File: src/rtl/osd_ctrl_pkg.sv
// Package: bit positions and stored-state type of the screen control register.
package osd_ctrl_pkg;
    localparam int DATA_W    = 8;
    localparam int BIT_OSD   = 7;
    localparam int BIT_EDGE  = 6;
    localparam int BIT_SHAD  = 5;
    localparam int BIT_FADE  = 4;
    localparam int BIT_BLANK = 3;
    localparam int BIT_WCLR  = 2;
    localparam int BIT_MCLR  = 1;
    localparam int BIT_AUX   = 0;

    // Stored (non-action) bits of the register.
    typedef struct packed {
        logic osd;
        logic edge_en;
        logic shad_sel;
        logic fade;
        logic blank;
        logic aux;
    } ctrl_t;
endpackage

File: src/rtl/osd_ctrl_regfile.sv
// Module: register storage and clear-pulse generation.
// Stores the setting bits on an addressed write. Turns the write-one-to-act
// bits into pulses that last one cycle. Assumes the write port is synchronous to clk.
module osd_ctrl_regfile
    import osd_ctrl_pkg::*;
#(
    parameter int          ADDR_W   = 4,
    parameter int unsigned REG_ADDR = 1
) (
    input  logic              clk,
    input  logic              rst_n,
    input  logic              wr_en,
    input  logic [ADDR_W-1:0] wr_addr,
    input  logic [DATA_W-1:0] wr_data,
    output ctrl_t             ctrl_q,
    output logic              win_clr,
    output logic              mem_clr
);
    localparam logic [ADDR_W-1:0] MY_ADDR = ADDR_W'(REG_ADDR);

    logic hit;

    // Purpose: detect a write addressed to this register.
    always_comb hit = wr_en && (wr_addr == MY_ADDR);

    // Purpose: capture the setting bits on an addressed write.
    always_ff @(posedge clk) begin
        if (!rst_n) begin
            ctrl_q <= '0;
        end else if (hit) begin
            ctrl_q.osd      <= wr_data[BIT_OSD];
            ctrl_q.edge_en  <= wr_data[BIT_EDGE];
            ctrl_q.shad_sel <= wr_data[BIT_SHAD];
            ctrl_q.fade     <= wr_data[BIT_FADE];
            ctrl_q.blank    <= wr_data[BIT_BLANK];
            ctrl_q.aux      <= wr_data[BIT_AUX];
        end
    end

    // Purpose: one-cycle clear pulses; the action bits are never stored.
    always_ff @(posedge clk) begin
        if (!rst_n) begin
            win_clr <= 1'b0;
            mem_clr <= 1'b0;
        end else begin
            win_clr <= hit && wr_data[BIT_WCLR];
            mem_clr <= hit && wr_data[BIT_MCLR];
        end
    end

    p_win_pulse_r5: assert property (@(posedge clk) disable iff (!rst_n)
        (hit && wr_data[BIT_WCLR]) |=> win_clr);
    p_win_single_r5: assert property (@(posedge clk) disable iff (!rst_n)
        !(hit && wr_data[BIT_WCLR]) |=> !win_clr);
    p_mem_pulse_r6: assert property (@(posedge clk) disable iff (!rst_n)
        (hit && wr_data[BIT_MCLR]) |=> mem_clr);
    p_mem_single_r6: assert property (@(posedge clk) disable iff (!rst_n)
        !(hit && wr_data[BIT_MCLR]) |=> !mem_clr);
    p_hold_r8: assert property (@(posedge clk) disable iff (!rst_n)
        !hit |=> $stable(ctrl_q));
    p_osd_store_r2: assert property (@(posedge clk) disable iff (!rst_n)
        hit |=> (ctrl_q.osd == $past(wr_data[BIT_OSD])));
    p_fade_store_r9: assert property (@(posedge clk) disable iff (!rst_n)
        hit |=> (ctrl_q.fade == $past(wr_data[BIT_FADE])));
    p_merge_r10: assert property (@(posedge clk) disable iff (!rst_n)
        (hit && wr_data[BIT_WCLR]) |=> (ctrl_q.edge_en == $past(wr_data[BIT_EDGE])));
endmodule

File: src/rtl/osd_ctrl_decode.sv
// Module: effect decode and readback assembly.
// Turns the stored bits into the effect outputs and the readback byte.
// Assumes ctrl comes straight from the register storage.
module osd_ctrl_decode
    import osd_ctrl_pkg::*;
(
    input  logic              clk,
    input  logic              rst_n,
    input  ctrl_t             ctrl,
    output logic              osd_en,
    output logic              fade_en,
    output logic              border_en,
    output logic              shadow_en,
    output logic [DATA_W-1:0] rd_data
);
    // Purpose: the edge mode bit acts only while the edge effect is enabled.
    always_comb begin
        osd_en    = ctrl.osd;
        fade_en   = ctrl.fade;
        border_en = ctrl.edge_en && !ctrl.shad_sel;
        shadow_en = ctrl.edge_en &&  ctrl.shad_sel;
    end

    // Purpose: place the stored bits in the readback byte; action bits read 0.
    always_comb begin
        rd_data            = '0;
        rd_data[BIT_OSD]   = ctrl.osd;
        rd_data[BIT_EDGE]  = ctrl.edge_en;
        rd_data[BIT_SHAD]  = ctrl.shad_sel;
        rd_data[BIT_FADE]  = ctrl.fade;
        rd_data[BIT_BLANK] = ctrl.blank;
        rd_data[BIT_AUX]   = ctrl.aux;
    end

    p_mutex_r3: assert property (@(posedge clk) disable iff (!rst_n)
        !(border_en && shadow_en));
    p_edge_off_r3: assert property (@(posedge clk) disable iff (!rst_n)
        !rd_data[BIT_EDGE] |-> (!border_en && !shadow_en));
    p_rd_action_r7: assert property (@(posedge clk) disable iff (!rst_n)
        (rd_data[BIT_WCLR] == 1'b0) && (rd_data[BIT_MCLR] == 1'b0));
endmodule

File: src/rtl/osd_ctrl_fblank.sv
// Module: fast-blank pin multiplexer.
// Forces the pin to the polarity option level while blank-force is set.
// Otherwise the pin passes the display-active blanking signal through.
// Assumes both inputs are synchronous to clk.
module osd_ctrl_fblank (
    input  logic clk,
    input  logic rst_n,
    input  logic force_blank,
    input  logic blank_pol,
    input  logic disp_blank,
    output logic fblank_pin
);
    // Purpose: choose the forced level or the normal blanking signal.
    always_comb fblank_pin = force_blank ? blank_pol : disp_blank;

    p_forced_r4: assert property (@(posedge clk) disable iff (!rst_n)
        force_blank |-> (fblank_pin == blank_pol));
    p_follow_r4: assert property (@(posedge clk) disable iff (!rst_n)
        !force_blank |-> (fblank_pin == disp_blank));
endmodule

File: src/rtl/osd_scr_ctrl.sv
// Module: top of the screen control register.
// Connects the storage, the decode and the fast-blank pin logic.
// Assumes a single clock domain and a synchronous active-low reset.
module osd_scr_ctrl
    import osd_ctrl_pkg::*;
#(
    parameter int          ADDR_W   = 4,
    parameter int unsigned REG_ADDR = 1
) (
    input  logic              clk,
    input  logic              rst_n,
    input  logic              wr_en,
    input  logic [ADDR_W-1:0] wr_addr,
    input  logic [7:0]        wr_data,
    input  logic              blank_pol,
    input  logic              disp_blank,
    output logic [7:0]        rd_data,
    output logic              osd_en,
    output logic              fade_en,
    output logic              border_en,
    output logic              shadow_en,
    output logic              fblank_pin,
    output logic              win_clr,
    output logic              mem_clr
);
    ctrl_t ctrl_q;

    osd_ctrl_regfile #(
        .ADDR_W   (ADDR_W),
        .REG_ADDR (REG_ADDR)
    ) u_regs (
        .clk     (clk),
        .rst_n   (rst_n),
        .wr_en   (wr_en),
        .wr_addr (wr_addr),
        .wr_data (wr_data),
        .ctrl_q  (ctrl_q),
        .win_clr (win_clr),
        .mem_clr (mem_clr)
    );

    osd_ctrl_decode u_dec (
        .clk       (clk),
        .rst_n     (rst_n),
        .ctrl      (ctrl_q),
        .osd_en    (osd_en),
        .fade_en   (fade_en),
        .border_en (border_en),
        .shadow_en (shadow_en),
        .rd_data   (rd_data)
    );

    osd_ctrl_fblank u_fb (
        .clk         (clk),
        .rst_n       (rst_n),
        .force_blank (ctrl_q.blank),
        .blank_pol   (blank_pol),
        .disp_blank  (disp_blank),
        .fblank_pin  (fblank_pin)
    );

    p_reset_r1: assert property (@(posedge clk)
        !rst_n |=> (rd_data == '0) && !win_clr && !mem_clr);
endmodule

File: config.mk
export PLATFORM = sky130hd
export DESIGN_NAME = osd_scr_ctrl
export DESIGN_NICKNAME = d
export VERILOG_FILES = /design/src/rtl/osd_ctrl_pkg.sv /design/src/rtl/osd_ctrl_regfile.sv /design/src/rtl/osd_ctrl_decode.sv /design/src/rtl/osd_ctrl_fblank.sv /design/src/rtl/osd_scr_ctrl.sv
export SDC_FILE = /design/constraint.sdc
export NUM_CORES = 1
export LEC_CHECK = 0
export CORE_AREA = 2 2 39 41
export CTS_BUF_LIST = sky130_fd_sc_hd__clkbuf_4
export CTS_CLUSTER_SIZE = 24
export DETAILED_ROUTE_END_ITERATION = 10
export DIE_AREA = 0 0 41 43
export DONT_BUFFER_PORTS = 1
export GPL_TIMING_DRIVEN = 0
export PLACE_DENSITY_LB_ADDON = 0.25
export SYNTH_ARGS = -nofsm -noshare
export SYNTH_HDL_FRONTEND = slang
export SYNTH_HIERARCHICAL = 1
export SYNTH_SLANG_ARGS = --single-unit
File: constraint.sdc
create_clock -name clk -period 1.4 [get_ports clk]
set_input_delay 0.07 -clock clk [delete_from_list [all_inputs] [get_ports clk]]
set_output_delay 0.07 -clock clk [all_outputs]
set_load 0.02 [all_outputs]
Yosys cells after proc, flatten, opt, wreduce, memory -nomap -nowiden
Index checks and enable logic that the tools add are counted.
{ "totals": {"register_bits": 8, "output_inout_bits": 15} }
{ "classes": {"n_eq_ne": 1, "n_mux": 1, "reduce_logical": 6} }
{ "ops": {"columns": ["operator", "count"], "rows": [
  ["$logic_and 1x1->1", 5],
  ["$eq 4x1->1 const B", 1],
  ["$logic_not 1->1", 1],
  ["$mux 1", 1]
]} }

Logic depth before layout (Yosys ltp)
Gate-level depths: netlist of run 1.
{ "logic_depth": {"word_depth": 3, "mapped_depth": 3, "ltp_nobuf": 3} }

By module
The synthesis of run 1 kept the hierarchy.
{ "modules_own_cells": {"columns": ["module", "n_inst", "cells_per_inst", "area_per_inst_um2"], "rows": [
  ["osd_ctrl_regfile", 1, 31, 306.5],
  ["osd_ctrl_decode", 1, 13, 95.1],
  ["osd_ctrl_fblank", 1, 1, 15.0]
]} }

Worst setup path before layout of run 1
Ideal clock, no wire load.
{ "synth_path": {"kind": "input port to flip-flop", "start": "input wr_addr[1]", "end": "register u_regs/ctrl_q[0] (netlist name)", "setup_time_ns": 0.072, "arrival_ns": 0.784, "t_required_ns": 1.328, "path_slack_ns": 0.544, "stages": 2, "n_path_buf": 0, "path_cell_list": "nor4_4 > mux2i_1"} }
{ "synth_between": {"elab_chain_cells": 2} }
{ "synth_lines": {"columns": ["item", "line", "text"], "rows": [
  ["start, declared", "osd_scr_ctrl.sv:13", "input logic [ADDR_W-1:0] wr_addr,"],
  ["$eq 4x1->1", "osd_ctrl_regfile.sv:24", "always_comb hit = wr_en && (wr_addr == MY_ADDR);"],
  ["$logic_and 1x1->1", "osd_ctrl_regfile.sv:24", null]
]} }
No other way between the ends.
A chain may end at the register's enable or synchronous reset.

Final worst setup path of run 1
{ "layout_path": {"start": "input wr_addr[1]", "end": "register u_regs.mem_clr"} }
{ "layout_between": {"elab_chain_cells": 3} }
{ "layout_lines": {"columns": ["item", "line", "text"], "rows": [
  ["$eq 4x1->1", "osd_ctrl_regfile.sv:24", null],
  ["$logic_and 1x1->1", "osd_ctrl_regfile.sv:24", null],
  ["$logic_and 1x1->1", "osd_ctrl_regfile.sv:47", "mem_clr <= hit && wr_data[BIT_MCLR];"],
  ["end signal, assigned", "osd_ctrl_regfile.sv:47", null],
  ["end, declared", "osd_ctrl_regfile.sv:17", "output logic mem_clr"]
]} }
No other way between the ends.

==> run summary, run 1 <==
The flow ran to the end, and the final reports show no timing, DRC or antenna violations. The area of the placeable core was 0.00138 sq mm. The path type of the worst min-delay path was in -> reg.

The tool flagged a number of max-cap violations equal to 0. Detailed routing inserted a total of 330 vias. The run gives 181 sq um as the combined area of the multi-input logic cells.

The final count of pins violating max slew is 0. The worst setup path is captured at a flip-flop. In the final design database the tool counted 80 nets. Setup repair after global routing left no endpoint under its margin.

The tools report the total global-route track usage as 0.0989. For the number of cell rows, the log shows 14. The filler cell count was 144; the mean post-synth cell area was 9.26 sq um. The TritonCTS sink count is 8, and the full die area is 0.00176 sq mm. In the final routed layout, each cell accounts on average for 10.6 um. After clock tree synthesis, the flow added hold-fix buffers numbering 12. The clock reaches the later pin of the worst-skew pair after 0.25 ns. The sequential fraction of the synthesis area was 0.384. Most instantiated flip-flop cell in the synthesis netlist: sky130_fd_sc_hd__dfxtp_1. The number of levels in the clock H-tree came out at 1. The synthesized netlist occupies a cell area of 417 sq um. TritonCTS built the clock tree.

Post-route minimum period: 1.24 ns. The part of the cycle the worst path needs was 0.888; the remaining routing DRC violations was 0. The die outline height is 43 um.

Number of global-route vias before repair: 265. In the post-route analysis, the smallest setup slack over all paths is 0.157 ns. For this design the top-level I/O count stands at 32. On the critical path the largest part of the delay comes from simple AND/OR/NAND/NOR gates.

After synthesis, the most frequently instantiated cells are sky130_fd_sc_hd__nand2_1 (13), sky130_fd_sc_hd__buf_4 (10), sky130_fd_sc_hd__dfxtp_1 (8). The relative max-transition margin was 0.570; the portion of synthesized cell area occupied by the leading cell type was 0.384. Summed over all cells, the static leakage comes to 0.257 nW. The number of instances in the synthesized netlist was 45. For the maximum vdd drop, the log shows 0.265 mV. The required time at the worst-slack endpoint was 1.60 ns; the DRC violation total after the first TritonRoute iteration was 1. The run gives 3 as the number of buffers created by CTS.

For the effective utilization at floorplan, the log shows 0.301. In the post-synthesis netlist, the biggest area contributors are sky130_fd_sc_hd__dfxtp_1 (38%), sky130_fd_sc_hd__buf_4 (18%), sky130_fd_sc_hd__mux2i_1 (14%). The critical path data arrival time was 1.44 ns; the final setup violation count was 0.

Clock-pin slew was measured on the worst setup and hold paths at 0.06 ns. The slew at the pin closest to its max-slew limit is 0.640 ns, and the total congestion overflow is 0. After synthesis the netlist holds a flip-flop and latch count of 8. Relative to the synthesized area, the layout overhead comes to 39.9%. The largest single stage delay on the critical path is 0.59 ns. The tools report the number of nets with antenna violations after routing as 0. The fraction of final layout cells with drive strength greater than 1 came out at 0.279.

For the final database, setup skew stands at 0 ns. For the weighted congestion at the end of routability-driven global placement, the log shows 0.567. Static timing analysis puts the maximum clock frequency at 805 MHz. Of all nets on the critical path, the largest fanout is 8.

Before antenna repair, the detailed router went through 4 iterations. Entering global routing, the biggest net connects 11 pins. The tools report the distinct cell type count of the synthesized netlist as 11.

The run gives 0.421 as the utilization after layout. The largest individual stage delay along the critical path comes from the cell sky130_fd_sc_hd__nor4_4. The synthesized design contains 0 enable-type register cells.

The run gives 0 as the post-cts sizing count. The die is 41 um wide. The share of flip-flops with an asynchronous set or reset after synthesis works out to 0. The signal on the critical path passes through nor4_4, and3_1, dlygate4sd3_1.

Wire length of the first global-routing pass: 1.10 mm. For the post-detailed-routing wire length, the log shows 820 um. Before CTS, the worst setup slack after placement is 0.392 ns.

The repair_antennas step left the layout with diodes totalling 0. For this design the ratio of total power to cell area is 799 mW/mm^2. Registers take 160 sq um.

The tools report the initial antenna violation count as 0. CTS placed an instance of sky130_fd_sc_hd__clkbuf_4 at the clock tree root. No sink is reached through more buffers than the 2 on the longest clock path.

Summed negative setup slack over all endpoints: 0 ns. Number of buffers and inverters on the critical path: 1. Among all cell types in the netlist, the one instantiated most often is sky130_fd_sc_hd__nand2_1. In the routed layout, each cell is associated on average with a via count of 4.29. STA classifies the critical path startpoint as a primary input. Number of hold violations in the final report: 0. The setup path with the least slack is of type in -> reg. sky130_fd_sc_hd__dfxtp_1 takes more of the synthesized area than any other cell.

The buffers inserted during post-CTS setup optimization is 0. The count of buffers added on input and output ports is 0. The Yosys step of the flow raised 6 warnings.
==> power by group <==
group	internal (mW)	switching, mW	total [mW]	leakage, nW
Combinational	0.0350	0.0271	0.0621	0.179
Clock	0.0978	0.0735	0.171	0.0138
Sequential	0.231	0.00216	0.233	0.0646
Total	0.363	0.103	0.466	0.257
==> state kept, by name (all words and copies together), names as in the netlist <==
| name | count |
|---|---|
| u_regs/win_clr | 1 |
| u_regs/ctrl_q | 6 |
| u_regs/mem_clr | 1 |
==> metal layers <==
| layer | track usage | routed length (um) | vias to the layer above |
|---|---|---|---|
| li1 | - | - | 166 |
| met4 | 0.0600 | 7 | 0 |
| met5 | 0 | 0 | - |
| met2 | 0.141 | 403 | 19 |
| met3 | 0.0471 | 88 | 2 |
| met1 | 0.114 | 321 | 143 |
==> kinds of logic after synthesis <==
logic type             Yosys count  share of synthesized area
AND/OR/NAND/NOR                 18                      0.237
multiplexers                     7                      0.180
buffers and inverters           11                      0.189
flip-flops                       8                      0.384
other                            1                    0.00900
==> through the flow <==
step,power (mW),hold WS [ns],instance area (sq um),cells
after global routing,0.494,0.0435,583,77
after floorplan,0.273,0.212,420,46
final,0.466,0.0406,583,77
after detailed placement,0.277,0.219,440,62
after global placement,0.277,0.216,440,62
after CTS,0.476,0.0353,583,77
==> final cells by class <==
type | count | area share
Multi-Input combinational cell | 27 | 0.311
Sequential cell | 8 | 0.275
Timing Repair Buffer | 12 | 0.206
Buffer | 11 | 0.135
Clock buffer | 3 | 0.0386
Tap cell | 16 | 0.0343
==> final timing paths <==
path,from,endpoint,slack [ns],cells after the start
max,wr_addr[1],u_regs/mem_clr$_SDFF_PN0_,0.16,3
min,wr_addr[2],u_regs/ctrl_q[1]$_SDFFE_PN0P_,0.04,2
max reg2reg,u_regs/ctrl_q[1]$_SDFFE_PN0P_,u_regs/ctrl_q[1]$_SDFFE_PN0P_,0.78,2
min reg2reg,u_regs/ctrl_q[0]$_SDFFE_PN0P_,u_regs/ctrl_q[0]$_SDFFE_PN0P_,0.47,2
==> cells in the final DEF (no fill, tap or decap) <==
cell type,count
sky130_fd_sc_hd__nand2_1,13
sky130_fd_sc_hd__dlygate4sd3_1,12
sky130_fd_sc_hd__buf_4,10
sky130_fd_sc_hd__dfxtp_1,8
sky130_fd_sc_hd__mux2i_1,6
sky130_fd_sc_hd__clkbuf_4,3
sky130_fd_sc_hd__conb_1,2
sky130_fd_sc_hd__and3_1,2
sky130_fd_sc_hd__and2b_2,1
sky130_fd_sc_hd__and2_2,1
sky130_fd_sc_hd__mux2_4,1
sky130_fd_sc_hd__clkbuf_1,1
sky130_fd_sc_hd__nor4_4,1
Note: power is estimated with default switching activity, not from simulation.
==> inputs of run 2 (changes only) <==
Settings changed: SLEW_MARGIN from default to 20.
Clock period 1.4 ns to 1.03 ns, I/O delays scaled along.
==> run 2 against run 1 <==
  * Sequential power is 36% higher
  * First-iteration DRC count grew to 4.0 times the previous value
  * Combinational power is 32% higher
  * Critical path type is now reg -> out
  * Critical endpoint is now fblank_pin
  * Largest power group unchanged
  * Highest routed layer is now met3
==> run summary, run 2 (same netlist as run 1, synthesis figures left out) <==
The flip-flop count of the largest register, all copies and words added was 6; the post-detailed-routing wire length was 840 um. The cell sitting at the root of the clock tree is a sky130_fd_sc_hd__clkbuf_4. Counting along the longest clock path gives a buffer depth of 2.

Setup violations remaining at the end of the flow were counted as 0. Library cell contributing the largest single delay on the critical path: sky130_fd_sc_hd__dfxtp_2. The reported max-cap violation count is 0. Setup repair after global routing left no endpoint under its margin. The required time at the worst-slack endpoint is 0.98 ns, and the overall via count from detail_route is 317.

TritonCTS sink count: 8. In the routed layout, each cell is associated on average with a via count of 4.28. STA puts the critical path data arrival time at 0.94 ns. The maximum vdd drop was 0.350 mV.

The fraction of power spent switching nets works out to 0.223. The tightest min-delay check is of the in -> reg type. The fraction of final layout cells with drive strength greater than 1 is 0.310.

The buffers inserted during post-CTS setup optimization was 0. Die extent in x: 41 um. Remaining routing DRC violations: 0. The detail route stage leaves a number of antenna-violating nets equal to 0. On the critical path the largest part of the delay comes from flip-flops.

The worst hold path begins at wr_addr[2]. Adding up every negative setup slack in the final design gives 0 ns. The run finished with clean final reports.

The relative max-transition margin is 0.577, and the post-CTS clock slew at the launch and capture registers of the worst setup and hold paths is 0.06 ns. For the proportion of power drawn by flip-flops and latches, the log shows 0.501. The worst stage delay on the critical path is 0.35 ns. The tools report the diode insertion count for antenna repair as 0. For the final cell count without fillers, the log shows 74.

For this design the total switching power over the nets is 141 uW. The global-route met2 utilization is 0.141, and the number of levels in the clock H-tree is 1. Relative to the synthesized area, the layout overhead comes to 33.0%.

The worst register-to-register path begins at u_regs/ctrl_q[3]$_SDFFE_PN0P_. The number of global-route vias before repair is 257. Along the worst path, the maximum fanout reaches 3. TritonCTS built the clock tree. Entering global routing, the biggest net connects 11 pins. The logs give 1010 MHz for the highest achievable clock rate and 4 for the first-pass iteration count of the detailed router. The die covers 0.00176 sq mm. Before CTS, the worst setup slack after placement is 0.0401 ns. Traced cell by cell, the critical path runs through mux2_4.

The tools report the type of destination of the critical path as an output port. The power share of the clock group came out at 0.369. The placed cell area was 440 sq um; the final instance area was 554 sq um.

The effective utilization at floorplan was 0.301. The critical path contains buffers and inverters numbering 0 combined. In this run the most used layer during global routing was met2. The tools report the category of the worst setup path launch point as a flip-flop. The final layout contains 77 nets. The run gives 3 as the number of buffers created by CTS. The total global-route track usage came out at 0.0979. The number of placed instances, taps included, is 62. Final count of pins violating max slew: 0.

After the first detailed-routing iteration, the DRC count stood at 4. The tools report the met1 capacity usage during global routing as 0.111. The library cells used most frequently in the layout, excluding fill and tap cells, are sky130_fd_sc_hd__nand2_1 (13), sky130_fd_sc_hd__buf_4 (10), sky130_fd_sc_hd__dlygate4sd3_1 (9). At the pin with the least slew margin, the transition time is 0.629 ns.

Most common cell after layout, fill and taps aside: sky130_fd_sc_hd__nand2_1. The critical path starts at u_regs/ctrl_q[1]$_SDFFE_PN0P_. The routed design could run at a clock period as short as 0.993 ns. The count of cell instances traversed by the critical path is 1, and the combinational share of power is 0.130. The register with the most flip-flops in the final layout is u_regs/ctrl_q. The run gives 0.0471 as the met3 usage in global routing. The internal portion of the total power is 491 uW. The latest clock arrival within the worst-skew pair came out at 0.25 ns. For the number of hold violations in the final report, the log shows 0. The filler cell count is 147, and the routed wire length per instance is 11.4 um. The wire length of the first global-routing pass came out at 1.08 mm.

The worst register-to-register path has a depth of 2. The area of the placeable core was 0.00138 sq mm. The power per cell area came out at 1140 mW/mm^2. The critical path class was reg -> out. Along the worst hold path, the cell count comes to 2.

In this run the tool buffered the top-level ports with 0 buffer cells. The total congestion overflow is 0, and the die outline height is 43 um. In the final layout, the registers with the most flip-flops are u_regs/ctrl_q x6, u_regs/mem_clr x1, u_regs/win_clr x1. The part of the cycle the worst path needs was 0.964. 32 I/O pins were placed. For the initial antenna violation count, the log shows 0. The logs give 0.567 for the weighted congestion at the end of routability-driven global placement and 0 ns for the maximum clock skew at final layout.

For the number of cell rows, the log shows 14. Setup slack closes at 0.0367 ns. The total leakage power came out at 0.242 nW.
[run 2: cell count changes in the layout (fill, tap and decap cells not counted), sizes merged]
cell | previous run | this run
dlygate4sd3 | 12 | 9
[run 2: power groups by stage]
| stage | Combinational, mW | Sequential [mW] | Clock, mW |
|---|---|---|---|
| after detailed placement | 0.0538 | 0.323 | 0 |
| after floorplan | 0.0493 | 0.322 | 0 |
| final | 0.0822 | 0.316 | 0.233 |
| after CTS | 0.0824 | 0.316 | 0.247 |
| after global routing | 0.0895 | 0.317 | 0.264 |
| after global placement | 0.0533 | 0.323 | 0 |
[run 2: repair_timing]
action,in CTS,in global routing
endpoints found under the setup margin,1,0
hold buffers,9,0
resized for setup,1,0
hold endpoints to repair,8,0
[run 2: worst paths after layout]
path | to | slack (ns)
min reg2reg | u_regs/ctrl_q[0]$_SDFFE_PN0P_ | 0.47
max | fblank_pin | 0.04
max reg2reg | u_regs/ctrl_q[3]$_SDFFE_PN0P_ | 0.43
min | u_regs/ctrl_q[1]$_SDFFE_PN0P_ | 0.02
[run 2: layer usage]
layer	wire length, um	up-vias
met3	90	0
met1	321	141
li1	-	161
met2	429	15
met5	0	-
met4	0	0
[run 2: stage by stage]
stage	hold WS, ns	utilization	power, mW
2_1_floorplan	0.194	-	0.372
3_3_place_gp	0.198	0.318	0.376
3_5_place_dp	0.201	0.318	0.377
4_1_cts	0.00935	0.401	0.646
5_1_grt	0.0240	0.401	0.670
6_report	0.0177	0.401	0.632
[run 2: worst register-to-register path, stage by stage, from the launching register on]
cell and delay (ns):
sky130_fd_sc_hd__dfxtp_1 0.35, sky130_fd_sc_hd__nand2_1 0.07, sky130_fd_sc_hd__mux2i_1 0.12
[run 2: cell type report]
cell class	instances	area, sq um	area share
well taps	16	20.0	0.0361
multi-input cells	27	181	0.327
flip-flops and latches	8	161	0.291
plain buffers	11	78.8	0.142
clock buffers	3	22.5	0.0406
repair buffers	9	90.1	0.163
